File: config.mk
export PLATFORM = sky130hd
export DESIGN_NAME = dtag_store
export DESIGN_NICKNAME = d
export VERILOG_FILES = /design/src/rtl/dtag_pkg.sv /design/src/rtl/dtag_ctrl.sv /design/src/rtl/dtag_entry.sv /design/src/rtl/dtag_regif.sv /design/src/rtl/dtag_store.sv
export SDC_FILE = /design/constraint.sdc
export NUM_CORES = 1
export LEC_CHECK = 0
export BUFFER_PORTS_ARGS = -buffer_cell sky130_fd_sc_hd__buf_2
export CELL_PAD_IN_SITES_DETAIL_PLACEMENT = 0
export CELL_PAD_IN_SITES_GLOBAL_PLACEMENT = 2
export CORE_AREA = 2 2 136 270
export DETAILED_ROUTE_END_ITERATION = 16
export DIE_AREA = 0 0 138 272
export GPL_ROUTABILITY_DRIVEN = 0
export GPL_TIMING_DRIVEN = 0
export HOLD_SLACK_MARGIN = 0.15
export PLACE_DENSITY = 0.8
export SYNTH_ARGS = -nofsm -noshare
export SYNTH_HDL_FRONTEND = slang
export SYNTH_SLANG_ARGS = --single-unit
File: constraint.sdc
create_clock -name clk_i -period 3.09 [get_ports clk_i]
set_input_delay 0.618 -clock clk_i [delete_from_list [all_inputs] [get_ports clk_i]]
set_output_delay 0.618 -clock clk_i [all_outputs]
set_load 0.05 [all_outputs]
File: src/rtl/dtag_pkg.sv
package dtag_pkg;
  localparam int unsigned KEY_W      = 4;
  localparam int unsigned MODE_W     = 3;
  localparam int unsigned DIAG_KEY   = 5;
  localparam int unsigned MODE_DIAG  = 5;
  localparam int unsigned MODE_OFF   = 0;
  localparam int unsigned MODE_LOCK  = 7;
  localparam int unsigned OFS_PRIM   = 'h28;
  localparam int unsigned OFS_DUP    = 'h2C;

  typedef enum logic [1:0] {
    RSEL_NONE = 2'd0,
    RSEL_PRIM = 2'd1,
    RSEL_DUP  = 2'd2
  } rsel_e;
endpackage

File: src/rtl/dtag_ctrl.sv
module dtag_ctrl
  import dtag_pkg::*;
(
  input  logic              clk_i,
  input  logic              rst_ni,
  input  logic [KEY_W-1:0]  key_i,
  input  logic [MODE_W-1:0] mode_i,
  input  logic              priv_i,
  output logic              fill_en_o,
  output logic              wr_en_o,
  output logic              leave_o
);
  logic [MODE_W-1:0] mode_q;
  logic              key_ok;

  always_ff @(posedge clk_i or negedge rst_ni) begin
    if (!rst_ni) mode_q <= '0;
    else         mode_q <= mode_i;
  end

  assign key_ok    = (key_i == KEY_W'(DIAG_KEY));
  assign fill_en_o = key_ok && (mode_i != MODE_W'(MODE_OFF)) && (mode_i != MODE_W'(MODE_LOCK));
  assign wr_en_o   = key_ok && priv_i && (mode_i == MODE_W'(MODE_DIAG));
  assign leave_o   = (mode_q == MODE_W'(MODE_DIAG)) && (mode_i != MODE_W'(MODE_DIAG));

  // leaving diagnostic mode is a single-cycle event
  a_r8_leave_single: assert property (@(posedge clk_i) disable iff (!rst_ni)
    leave_o |=> !leave_o);
endmodule

File: src/rtl/dtag_entry.sv
module dtag_entry #(
  parameter int unsigned TAG_W = 27
) (
  input  logic             clk_i,
  input  logic             rst_ni,
  input  logic             clr_i,
  input  logic             fill_i,
  input  logic [TAG_W-1:0] fill_tag_i,
  input  logic             wr_prim_i,
  input  logic             wr_dup_i,
  input  logic [TAG_W-1:0] wr_tag_i,
  output logic [TAG_W-1:0] prim_o,
  output logic [TAG_W-1:0] dup_o,
  output logic             valid_o,
  output logic             mism_o
);
  logic [TAG_W-1:0] prim_q, dup_q;
  logic             valid_q;

  always_ff @(posedge clk_i or negedge rst_ni) begin
    if (!rst_ni) begin
      prim_q  <= '0;
      dup_q   <= '0;
      valid_q <= 1'b0;
    end else if (clr_i) begin
      prim_q  <= '0;
      dup_q   <= '0;
      valid_q <= 1'b0;
    end else begin
      // register write overrides a fill on the same copy
      if (wr_prim_i)   prim_q <= wr_tag_i;
      else if (fill_i) prim_q <= fill_tag_i;
      if (wr_dup_i)    dup_q  <= wr_tag_i;
      else if (fill_i) dup_q  <= fill_tag_i;
      if (fill_i)      valid_q <= 1'b1;
    end
  end

  assign prim_o  = prim_q;
  assign dup_o   = dup_q;
  assign valid_o = valid_q;
  assign mism_o  = valid_q && (prim_q != dup_q);

  a_r7_clear_all: assert property (@(posedge clk_i) disable iff (!rst_ni)
    clr_i |=> (prim_o == '0) && (dup_o == '0) && !valid_o);

  a_r9_write_wins: assert property (@(posedge clk_i) disable iff (!rst_ni)
    (wr_prim_i && fill_i && !clr_i) |=> (prim_o == $past(wr_tag_i)));

  a_r3_prim_hold: assert property (@(posedge clk_i) disable iff (!rst_ni)
    !(clr_i || fill_i || wr_prim_i) |=> $stable(prim_o));
endmodule

File: src/rtl/dtag_regif.sv
module dtag_regif
  import dtag_pkg::*;
#(
  parameter int unsigned NUM_BUF = 4,
  parameter int unsigned TAG_W   = 27,
  parameter int unsigned DATA_W  = 32,
  parameter int unsigned AW      = 8,
  localparam int unsigned SEL_W  = (NUM_BUF > 1) ? $clog2(NUM_BUF) : 1,
  localparam int unsigned LSB    = DATA_W - TAG_W
) (
  input  logic [AW-1:0]                  addr_i,
  input  logic                           wr_i,
  input  logic                           wr_en_i,
  input  logic [DATA_W-1:0]              wdata_i,
  input  logic [SEL_W-1:0]               sel_i,
  input  logic [NUM_BUF-1:0][TAG_W-1:0]  prim_i,
  input  logic [NUM_BUF-1:0][TAG_W-1:0]  dup_i,
  output logic [DATA_W-1:0]              rdata_o,
  output logic [NUM_BUF-1:0]             wr_prim_o,
  output logic [NUM_BUF-1:0]             wr_dup_o,
  output logic [TAG_W-1:0]               wr_tag_o
);
  rsel_e rsel;
  logic  unused_wdata_lsb;

  always_comb begin
    if (addr_i == AW'(OFS_PRIM))     rsel = RSEL_PRIM;
    else if (addr_i == AW'(OFS_DUP)) rsel = RSEL_DUP;
    else                             rsel = RSEL_NONE;
  end

  always_comb begin
    case (rsel)
      RSEL_PRIM: rdata_o = {prim_i[sel_i], {LSB{1'b0}}};
      RSEL_DUP:  rdata_o = {dup_i[sel_i],  {LSB{1'b0}}};
      default:   rdata_o = '0;
    endcase
  end

  assign wr_tag_o         = wdata_i[DATA_W-1:LSB];
  assign unused_wdata_lsb = ^wdata_i[LSB-1:0];

  for (genvar g = 0; g < NUM_BUF; g++) begin : g_wdec
    assign wr_prim_o[g] = wr_i && wr_en_i && (rsel == RSEL_PRIM) && (sel_i == SEL_W'(g));
    assign wr_dup_o[g]  = wr_i && wr_en_i && (rsel == RSEL_DUP)  && (sel_i == SEL_W'(g));
  end
endmodule

File: src/rtl/dtag_store.sv
module dtag_store
  import dtag_pkg::*;
#(
  parameter int unsigned NUM_BUF = 4,
  parameter int unsigned ADDR_W  = 32,
  parameter int unsigned TAG_W   = 27,
  parameter int unsigned REG_AW  = 8,
  localparam int unsigned SEL_W  = (NUM_BUF > 1) ? $clog2(NUM_BUF) : 1,
  localparam int unsigned LSB    = ADDR_W - TAG_W
) (
  input  logic              clk_i,
  input  logic              rst_ni,
  input  logic [SEL_W-1:0]  fill_idx_i,
  input  logic [ADDR_W-1:0] fill_addr_i,
  input  logic              fill_load_i,
  input  logic [REG_AW-1:0] reg_addr_i,
  input  logic              reg_wr_i,
  input  logic [ADDR_W-1:0] reg_wdata_i,
  input  logic              reg_priv_i,
  output logic [ADDR_W-1:0] reg_rdata_o,
  input  logic [KEY_W-1:0]  diag_key_i,
  input  logic [MODE_W-1:0] diag_mode_i,
  input  logic [SEL_W-1:0]  diag_sel_i,
  output logic              tag_err_o
);
  logic                          fill_en, wr_en, leave, clr;
  logic [NUM_BUF-1:0][TAG_W-1:0] prim, dup;
  logic [NUM_BUF-1:0]            valid, mism, wr_prim, wr_dup;
  logic [TAG_W-1:0]              wr_tag;
  logic [TAG_W-1:0]              fill_tag;
  logic                          unused_fill_lsb;

  assign fill_tag        = fill_addr_i[ADDR_W-1:LSB];
  assign unused_fill_lsb = ^fill_addr_i[LSB-1:0];

  dtag_ctrl u_ctrl (
    .clk_i     (clk_i),
    .rst_ni    (rst_ni),
    .key_i     (diag_key_i),
    .mode_i    (diag_mode_i),
    .priv_i    (reg_priv_i),
    .fill_en_o (fill_en),
    .wr_en_o   (wr_en),
    .leave_o   (leave)
  );

  dtag_regif #(
    .NUM_BUF (NUM_BUF),
    .TAG_W   (TAG_W),
    .DATA_W  (ADDR_W),
    .AW      (REG_AW)
  ) u_regif (
    .addr_i    (reg_addr_i),
    .wr_i      (reg_wr_i),
    .wr_en_i   (wr_en),
    .wdata_i   (reg_wdata_i),
    .sel_i     (diag_sel_i),
    .prim_i    (prim),
    .dup_i     (dup),
    .rdata_o   (reg_rdata_o),
    .wr_prim_o (wr_prim),
    .wr_dup_o  (wr_dup),
    .wr_tag_o  (wr_tag)
  );

  for (genvar g = 0; g < NUM_BUF; g++) begin : g_buf
    logic fill_hit;
    assign fill_hit = fill_load_i && fill_en && (fill_idx_i == SEL_W'(g));
    dtag_entry #(.TAG_W(TAG_W)) u_entry (
      .clk_i      (clk_i),
      .rst_ni     (rst_ni),
      .clr_i      (clr),
      .fill_i     (fill_hit),
      .fill_tag_i (fill_tag),
      .wr_prim_i  (wr_prim[g]),
      .wr_dup_i   (wr_dup[g]),
      .wr_tag_i   (wr_tag),
      .prim_o     (prim[g]),
      .dup_o      (dup[g]),
      .valid_o    (valid[g]),
      .mism_o     (mism[g])
    );
  end

  assign tag_err_o = |mism;
  assign clr       = tag_err_o || leave;

  a_r6_err_pulse: assert property (@(posedge clk_i) disable iff (!rst_ni)
    tag_err_o |=> !tag_err_o);

  a_r7_err_empties: assert property (@(posedge clk_i) disable iff (!rst_ni)
    tag_err_o |=> (valid == '0));
endmodule

# Word level (Yosys, flattened, before mapping)

Cells that the tools add are included.

Output and inout port bits: 33
Flip-flop bits (word level): 223
Bits of input ports: 88
Word-level logic and storage cells: 110

Order comparisons: 1
Reduce and logical (&&, ||, !) cells: 42
Muxes and demuxes: 35
Equality and inequality tests: 19

Operator list:

| cell                 | count |
|---|---|
| $mux W27             | 22 |
| $bmux W27 S2         | 2 |
| $ne A27 B27 Y1       | 4 |
| $pmux W32 S2         | 1 |
| $reduce_bool A3 Y1   | 9 |
| $logic_and A1 B1 Y1  | 25 |
| $eq A8 B6 Y1 const B | 2 |
| $eq A2 B2 Y1 const B | 5 |
| $mux W1              | 8 |
| $reduce_bool A2 Y1   | 4 |
| $eq A2 B1 Y1 const B | 3 |
| $eq A3 B3 Y1 const B | 2 |
| $ne A3 B3 Y1 const B | 2 |
| $eq A4 B3 Y1 const B | 1 |
| $logic_not A2 Y1     | 2 |
| $mux W2              | 2 |
| $reduce_or A4 Y1     | 1 |
| $lt A2 B3 Y1 const B | 1 |
| $logic_or A1 B1 Y1   | 1 |

# Longest topological paths before layout

Gate-level depths: netlist of run 1.

Depth after elaboration: 8
Depth in mapped cells: 9
Depth with buffers taken out: 6

# Hierarchy

Synthesis of run 1 repeated with hierarchy kept, for this count alone.

Cell total of the unflattened synthesis: 1738
Area total of the unflattened synthesis: 14705.4 µm²

By module, submodules not included:

| module     | cells each | times used | area each (µm²) | seq. area each (µm²) |
|---|---|---|---|---|
| dtag_entry | 363        | 4          | 2969.1          | 1376.3 |
| dtag_regif | 268        | 1          | 2651.3          | 0.0 |
| dtag_ctrl  | 11         | 1          | 127.6           | 75.1 |
| dtag_store | 7          | 1          | 50.0            | 0.0 |

# Worst setup path before layout of run 1

Ideal clock, no wire load.

Kind: input to output
From: in reg_addr_i[4]
To: out reg_rdata_o[20]
Path slack: -0.194 ns
Cell stages on the path: 5
Data required time: 2.472 ns
Path buffers: 2
Data arrival time: 2.666 ns
Path through: or4b_4 -> or3_1 -> buf_1 -> clkbuf_1 -> o22ai_1

Cells in the longest elaborated chain, start to end: 5
Elaborated cells between the ends (all ways): 7

RTL lines:

| what                                                | RTL line         | RTL |
|---|---|---|
| from (decl)                                         | dtag_store.sv:16 | `input logic [REG_AW-1:0] reg_addr_i,` |
| $eq A8 B6 Y1                                        | dtag_regif.sv:28 | `else if (addr_i == AW'(OFS_DUP)) rsel = RSEL_DUP;` |
| $mux W2                                             | dtag_regif.sv:28 |  |
| $mux W2 *                                           | dtag_regif.sv:27 | `if (addr_i == AW'(OFS_PRIM)) rsel = RSEL_PRIM;` |
| $eq A2 B2 Y1 / $eq A2 B1 Y1 (equally long branches) | dtag_regif.sv:33 | `case (rsel)` |
| $pmux W32 S2 *                                      | dtag_regif.sv:33 |  |
| to (decl)                                           | dtag_store.sv:20 | `output logic [ADDR_W-1:0] reg_rdata_o,` |

Mark *: on every way between the ends. The rest lies on a longest branch, timed or not.

# Final worst setup path of run 1

From: reg g_buf[1].u_entry.dup_q[0]
To: out tag_err_o

Cells in the longest elaborated chain, start to end: 3

RTL lines:

| what                   | RTL line         | RTL |
|---|---|---|
| from (decl)            | dtag_entry.sv:17 | `logic [TAG_W-1:0] prim_q, dup_q;` |
| from (signal assigned) | dtag_entry.sv:33 | `if (wr_dup_i) dup_q <= wr_tag_i;` |
| from (signal assigned) | dtag_entry.sv:34 | `else if (fill_i) dup_q <= fill_tag_i;` |
| $ne A27 B27 Y1         | dtag_entry.sv:42 | `assign mism_o = valid_q && (prim_q != dup_q);` |
| $logic_and A1 B1 Y1    | dtag_entry.sv:42 |  |
| $reduce_or A4 Y1       | dtag_store.sv:85 | `assign tag_err_o = \|mism;` |
| to (decl)              | dtag_store.sv:24 | `output logic tag_err_o` |

No other way between the ends.

==> flow_summary_export.csv, run 1 <==
group,metric,value,unit
grt,met2_usage,57.10,%
synth,synthDistinctLibCells,36,
grt,grtUsageTotal,33.63,%
floorplan,start_util,39.39,%
clocking,htreeDepth,1,
sta,setup_slack,-240.0,ps
setup_path,cp_num_buf_inv,1,
pwr,p_clk_share,27.7,%
clocking,clk_pin_slew,70,ps
route,wl,64270,microns
route,viasPerCell,6.499,
final_layout,num-nets-final,1545,
sta,finalHoldViolCount,0,
setup_path,r2r-start,"g_buf[1].u_entry.dup_o[0]",
grt,grt.busiest_layer,"met2",
route,drc,0,
sta,slew_violations,0,
clocking,clock_sinks,223,
synth,synth_area_leaders,"dfrtp_1 (40%), mux2i_1 (15%), a211oi_1 (12%), mux4_2 (8.7%), nor2_1 (6.0%)",
min_path,whs_path_depth,1,
clocking,clock-root-buffer,"clkbuf_16",
synth,synth_seq_cells,223,
synth,syn_area,0.01401,sq mm
route,wire_per_inst,33.45,microns
route,dr_total_vias,12484,
final_layout,synthToLayoutAreaGrowth,16.61,%
pwr,ir_drop,0.0004712,V
sta,fmax,300.3,MHz
run,maxCapViolCount,0,
route,drt_iter0_drc,1373,
status,violations,"negative setup slack",
place,portBuffers,50,
route,antenna_left,0,
final_layout,final_common_cell,"nor2_1",
grt,grt_max_degree,96,
clocking,clock_latency,550,ps
setup_path,reg2reg_to,"g_buf[1].u_entry.prim_o[23]",
setup_path,required,2470,ps
clocking,cts_buffers,24,
place,dpl_cell_area,0.01491,sq mm
setup_path,crit_top_cell,"nand4_1",
floorplan,die-width,138,microns
synth,synthCells,1366,
synth,synth_top_area_share,39.84,%
pwr,p_leak,7.237,nW
setup_path,arrival,2710,ps
setup_path,startpoint_type,"flip-flop",
pwr,p_seq_share,33.0,%
setup_path,cp-end-kind,"output port",
floorplan,die_h,272,microns
pwr,p_comb_share,39.3,%
setup_path,crit_slowest_cell,"dfrtp_1",
synth,synth_edf_count,0,
synth,yosysSeqAreaShare,39.84,%
pwr,switching_share,43.45,%
sta,slew_headroom,15.74,%
setup_path,crit_fanout,3,
min_path,hold_path.class,"input pin to flip-flop",
sta,setup_viol_count_final,7,
synth,synthFlopType,"dfrtp_1",
setup_path,r2r_slack,20,ps
setup_path,path_cells,"xor2_1, nor4_4, nand4_1, o41ai_2, nand4_1, buf_6",
synth,syn_avg_cell_area,10.26,sq um
setup_path,reg2regPathDepth,10,
sta,post-route-period-util,107.8,%
grt,grt_pass1_vias,12766,
grt,grt_use_met3,4.044,%
setup_path,cpPeakStageDelay,410,ps
final_layout,antenna_cells,0,
floorplan,rows,98,
synth,yosys.area.top_type,"dfrtp_1",
grt,grt_pass1_wl,91840,microns
status,status,"finished with violations",
grt,grt.met1_usage,37.14,%
floorplan,dieArea,0.03754,sq mm
grt,antenna_found_initial,0,
sta,fin_skew,16.52,ps
setup_path,worstSetupPathType,"flip-flop to output port",
place,place_hpwl,44970,microns
sta,grt_setup_unrepaired,"yes",
route,drtPass1Iterations,8,
min_path,min_from,"diag_mode_i[0]",
min_path,whs_endpoint,"u_ctrl.mode_q[0]",
clocking,cts_tree,"built",
sta,worst_pin_slew,1264,ps
sta,hold_ws,217.9,ps
grt,grt.overflow.total,0,
synth,ys_warn_count,0,
clocking,clockBufferDepth,3,
final_layout,drive_gt1_share,18.29,%
setup_path,cpLargestDelayFamily,"simple AND/OR/NAND/NOR gates",
pwr,powerDensity,698.5,mW/mm^2
pwr,design_power_total,11.41,mW
synth,synthArstFlopShare,100.0,%
floorplan,core_area,0.03556,sq mm
floorplan,ios,121,
final_layout,layout_common_cells,"nor2_1 (224), dfrtp_1 (221), a211oi_1 (217), mux2i_1 (216), xor2_1 (71)",
pwr,p_int,6.453,mW
final_layout,design_area,0.01634,sq mm
pwr,p_sw,4.957,mW
sta,finalCriticalPeriod,3330,ps
==> timing repair <==
item	in CTS	in global routing
hold endpoints to repair	43	0
gates resized for setup	100	31
cloned	1	0
pin swaps	14	11
endpoints found under the setup margin	245	156
hold buffers	1	0
buffers inserted	8	1
==> synthesized netlist by cell type (2+ instances only) <==
cell type and number:
nor2b_1 2, nand3b_1 3, inv_1 55, nand3_1 6
xnor2_1 36, clkbuf_1 76, nand2_1 5, o41ai_1 3
xor2_1 72, nand4b_1 2, nand4_2 4, nor2_1 224
clkbuf_2 27, buf_1 38, nor4_1 21, buf_4 5
dfrtp_1 223, nor3_1 3, mux4_2 54, a211oi_1 217
mux2i_1 216, o22ai_1 27, nand4_1 12, nand4b_2 4
buf_2 20
==> power groups by stage <==
stage | Clock [mW] | Sequential [mW] | Combinational, mW
final | 3.16 | 3.77 | 4.48
after CTS | 3.16 | 3.75 | 4.34
after floorplan | 0 | 3.66 | 2.29
after detailed placement | 0 | 3.80 | 4.11
after global routing | 3.27 | 3.81 | 4.57
after global placement | 0 | 3.79 | 4.08
==> worst reg2reg max path, cell delays in order, from the launching register on <==
cell and delay [ps]:
dfrtp_1 410, xor2_1 300, nor4_4 320, nand4_1 210, o41ai_2 420, buf_4 180, nand4_1 70, buf_2 210
clkbuf_1 250, buf_2 320, a211oi_1 270
==> per-stage QoR <==
step	setup TNS, ps	std cells	utilization (%)	setup WS [ps]
detailed placement	-105450	1872	41.92	-966.8
global route	-247.0	1921	45.94	-247.0
global placement	-742300	1870	41.74	-2867
finish	-320.6	1921	45.94	-240.0
CTS	-219.1	1920	45.67	-211.6
floorplan	-3744	1370	-	-193.5
==> layer usage <==
metal	vias to the layer above	wire length, microns	share of wire [%]
met3	295	3955	6.2
met4	0	6715	10
met5	-	0	0
met2	749	31720	49
li1	5101	-	-
met1	6339	21880	34
==> sequential cells by signal, indices dropped and copies added (netlist names) <==
name                   cells
g_buf.u_entry.dup_o      108
g_buf.u_entry.prim_o     108
g_buf.u_entry.valid_o      4
u_ctrl.mode_q              3
==> cells by family (layout without fill, tap and decap cells) <==
group	count (synthesis)	after routing	synth area share (%)
flip-flops	223	223	39.84
AND/OR/NAND/NOR	294	294	9.655
other	1	5	0.02677
AO/OA/AOI/OAI	249	249	13.14
multiplexers	270	270	24.12
XOR/XNOR	108	108	6.752
buffers and inverters	221	322	6.476
==> how the worst max path moves through the flow <==
stage                                     startpoint  depth (start not counted)               end
after floorplan                        reg_addr_i[4]                          5   reg_rdata_o[20]
after global placement                        rst_ni                          1  u_ctrl.mode_q[0]
after detailed placement               reg_addr_i[4]                          7    reg_rdata_o[5]
after CTS                 g_buf[3].u_entry.prim_o[5]                          6         tag_err_o
after global routing      g_buf[2].u_entry.dup_o[20]                          6         tag_err_o
final                      g_buf[1].u_entry.dup_o[0]                          6         tag_err_o
==> final cells by class <==
cell class,instances,area [sq um]
Clock buffer,30,684.4
Fill cell,3490,19220
Sequential cell,223,5583
Clock inverter,10,131.4
Multi-Input combinational cell,926,7841
Inverter,55,206.4
Timing Repair Buffer,63,521.8
Buffer,164,804.5
Tap cell,450,563.0
No activity file was read; power rests on OpenSTA's default activity.
==> inputs of run 2 (changes only) <==
- ABC_AREA: unset -> 1
- CORE_AREA: 2 2 136 270 -> 2 2 160 318
- DIE_AREA: 0 0 138 272 -> 0 0 162 320
- PLACE_DENSITY: 0.8 -> 0.79
- SLEW_MARGIN: unset -> 20
==> run 2 against run 1 <==
The run still ends with negative setup slack left. Critical path type unchanged. First-iteration DRC count increased by 31%. Critical path depth increased by 8. Final area is 21% higher. Largest cell class unchanged. Sequential power is 16% lower. Synthesized cell count grew 79%. Flip-flop and latch count unchanged. Worst setup slack gained 210 ps. Global-route usage up 2.1 points. Largest power group is now sequential cells. Clock-buffer cell count is 4 higher.
==> flow_summary_export.csv, run 2 <==
group,metric,value,unit
synth,yosys-top-cells-count,"nand2_1 (620), inv_1 (384), nand4_1 (244)",
synth,synth_seq_cells,223,
final_layout,final_common_cell,"nand2_1",
final_layout,drive_gt1_share,14.18,%
grt,antenna_found_initial,1,
synth,synthFlopType,"dfrtp_1",
run,maxCapViolCount,0,
sta,finalHoldViolCount,0,
grt,grt_pass1_vias,18746,
route,wl,93870,microns
synth,synth_edf_count,0,
setup_path,cp-end-kind,"output port",
setup_path,crit_fanout,3,
route,viasPerCell,5.861,
final_layout,antenna_cells,0,
grt,grtUsageTotal,35.75,%
route,drtPass1Iterations,9,
clocking,clock_sinks,223,
route,antenna_left,0,
clocking,clock-root-buffer,"clkbuf_16",
route,drt_iter0_drc,1797,
final_layout,fill_cells,5401,
setup_path,startpoint_type,"flip-flop",
sta,slew_headroom,27.26,%
pwr,p_leak,10.02,nW
final_layout,synthToLayoutAreaGrowth,15.53,%
clocking,clock_latency,580,ps
synth,yosysSeqAreaShare,32.68,%
synth,synthDistinctLibCells,38,
grt,grt_max_degree,90,
min_path,hold_path.class,"input pin to flip-flop",
setup_path,required,2470,ps
synth,synth_top_area_share,32.68,%
sta,fin_skew,19.93,ps
sta,setup_slack,-32.71,ps
final_layout,num-nets-final,2684,
pwr,powerDensity,420.4,mW/mm^2
clocking,clockBufferDepth,3,
floorplan,core_area,0.04921,sq mm
route,drc,0,
setup_path,arrival,2500,ps
grt,grt.overflow.total,0,
clocking,cts_tree,"built",
status,violations,"negative setup slack",
sta,worst_pin_slew,1091,ps
sta,setup_viol_count_final,1,
clocking,cts_buffers,24,
synth,syn_area,0.01708,sq mm
synth,syn_avg_cell_area,6.978,sq um
floorplan,die_h,320,microns
place,place_hpwl,77390,microns
clocking,htreeDepth,1,
floorplan,dieArea,0.05184,sq mm
sta,finalCriticalPeriod,3123,ps
setup_path,worstSetupPathType,"flip-flop to output port",
synth,synthArstFlopShare,100.0,%
pwr,ir_drop,0.0003464,V
sta,slew_violations,0,
place,placedCellCount,3201,
final_layout,fin_cells,3252,
floorplan,start_util,34.70,%
status,status,"finished with violations",
synth,synthCells,2447,
floorplan,rows,115,
final_layout,layout_common_cells,"nand2_1 (614), inv_1 (375), nand4_1 (244), dfrtp_1 (219), o2111ai_1 (216)",
synth,ys_warn_count,0,
pwr,design_power_total,8.293,mW
synth,yosysMostFrequentCell,"nand2_1",
grt,grt_pass1_wl,132400,microns
sta,post-route-period-util,101.1,%
place,portBuffers,105,
clocking,clk_pin_slew,70,ps
synth,yosys.area.top_type,"dfrtp_1",
sta,fmax,320.2,MHz
floorplan,die-width,162,microns
synth,synth_area_leaders,"dfrtp_1 (33%), nand2_1 (14%), o2111ai_1 (11%), nand4_1 (8.9%), inv_1 (8.4%)",
floorplan,ios,121,
sta,grt_setup_unrepaired,"yes",
route,dr_total_vias,19059,
route,wire_per_inst,28.86,microns
[run 2: changes by cell type in the layout (fill, tap and decap cells not counted), sizes merged, moves of 216 or more]
cell     change
nand4      +228
inv        +339
a211oi     -217
nand2      +619
mux2i      -216
o2111ai    +216
o21ai      +266
[run 2: path summary, 6_finish.rpt]
check	start	to	slack (ps)	cells after the start
setup reg to reg	g_buf[2].u_entry.prim_o[14]	g_buf[2].u_entry.dup_o[14]	100	15
max in group asynchronous	rst_ni	g_buf[0].u_entry.dup_o[24]	1630	3
hold / removal	diag_mode_i[1]	u_ctrl.mode_q[1]	200	1
hold reg to reg	g_buf[1].u_entry.valid_o	g_buf[1].u_entry.valid_o	520	2
min in group asynchronous	rst_ni	g_buf[1].u_entry.dup_o[15]	550	2
setup / recovery	g_buf[2].u_entry.prim_o[14]	tag_err_o	-30	14
[run 2: metal layers]
layer	global-route usage (%)	share of wire (%)	up-vias
li1	-	-	8756
met1	39.05	35	9050
met2	61.28	48	940
met3	3.294	5.7	313
met4	31.13	11	0
met5	0	0	-
[run 2: final cells by class]
cell class	count	area (sq um)	area share, %
clock inverter	5	75.07	0.3806
multi-input combinational	1604	9141	46.34
sequential	223	5585	28.31
buffer	219	1142	5.791
tap	643	804.5	4.078
inverter	403	1526	7.738
timing repair buffer	121	752.0	3.812
clock buffer	34	699.4	3.546
[run 2: where the power goes]
group          switching (mW)  total (mW)  internal, mW
sequential              0.128        3.15          3.02
clock                    1.33        3.05          1.72
combinational            1.56        2.09         0.523
total                    3.02        8.29          5.27
[run 2: metrics by stage]
stage | hold WS (ps) | TNS (ps) | setup slack (ps) | util (%) | cell area, sq um
4_1_cts | 180.3 | -67.79 | -67.79 | 40.01 | 19690
3_5_place_dp | 503.2 | -28110 | -969.4 | 37.57 | 18490
3_3_place_gp | 497.8 | -668130 | -2918 | 37.43 | 18420
6_report | 196.0 | -32.71 | -32.71 | 40.09 | 19730
5_1_grt | 211.2 | -77.41 | -77.41 | 40.09 | 19730
2_1_floorplan | 322.4 | -438.8 | -128.1 | - | 17090
[run 2: kinds of logic after synthesis]
kind of cell | Yosys count | synth area share (%)
other cells | 1 | 0.02196
simple gates | 960 | 25.97
flops | 223 | 32.68
buf+inv | 624 | 15.04
compound gates | 583 | 23.42
xor+xnor | 56 | 2.872
[run 2: critical path, stage by stage (launching register included)]
cell     delay (ps)
dfrtp_2         450
inv_1           110
nand2_1          60
nand2_1          50
nand2_1         120
nor2_2          200
nand2_1         110
nor2_1          110
nand2_1          50
nand2_1          50
nand2_1         110
nor2_4          180
buf_8           150
inv_4            30
buf_8           140
[run 2: timing repair]
item	in CTS	in global routing
buffers inserted	11	2
hold buffers	1	0
endpoints found under the setup margin	28	23
pin swaps	15	9
resized for setup	107	24
gates cloned	0	0
hold endpoints to repair	47	0
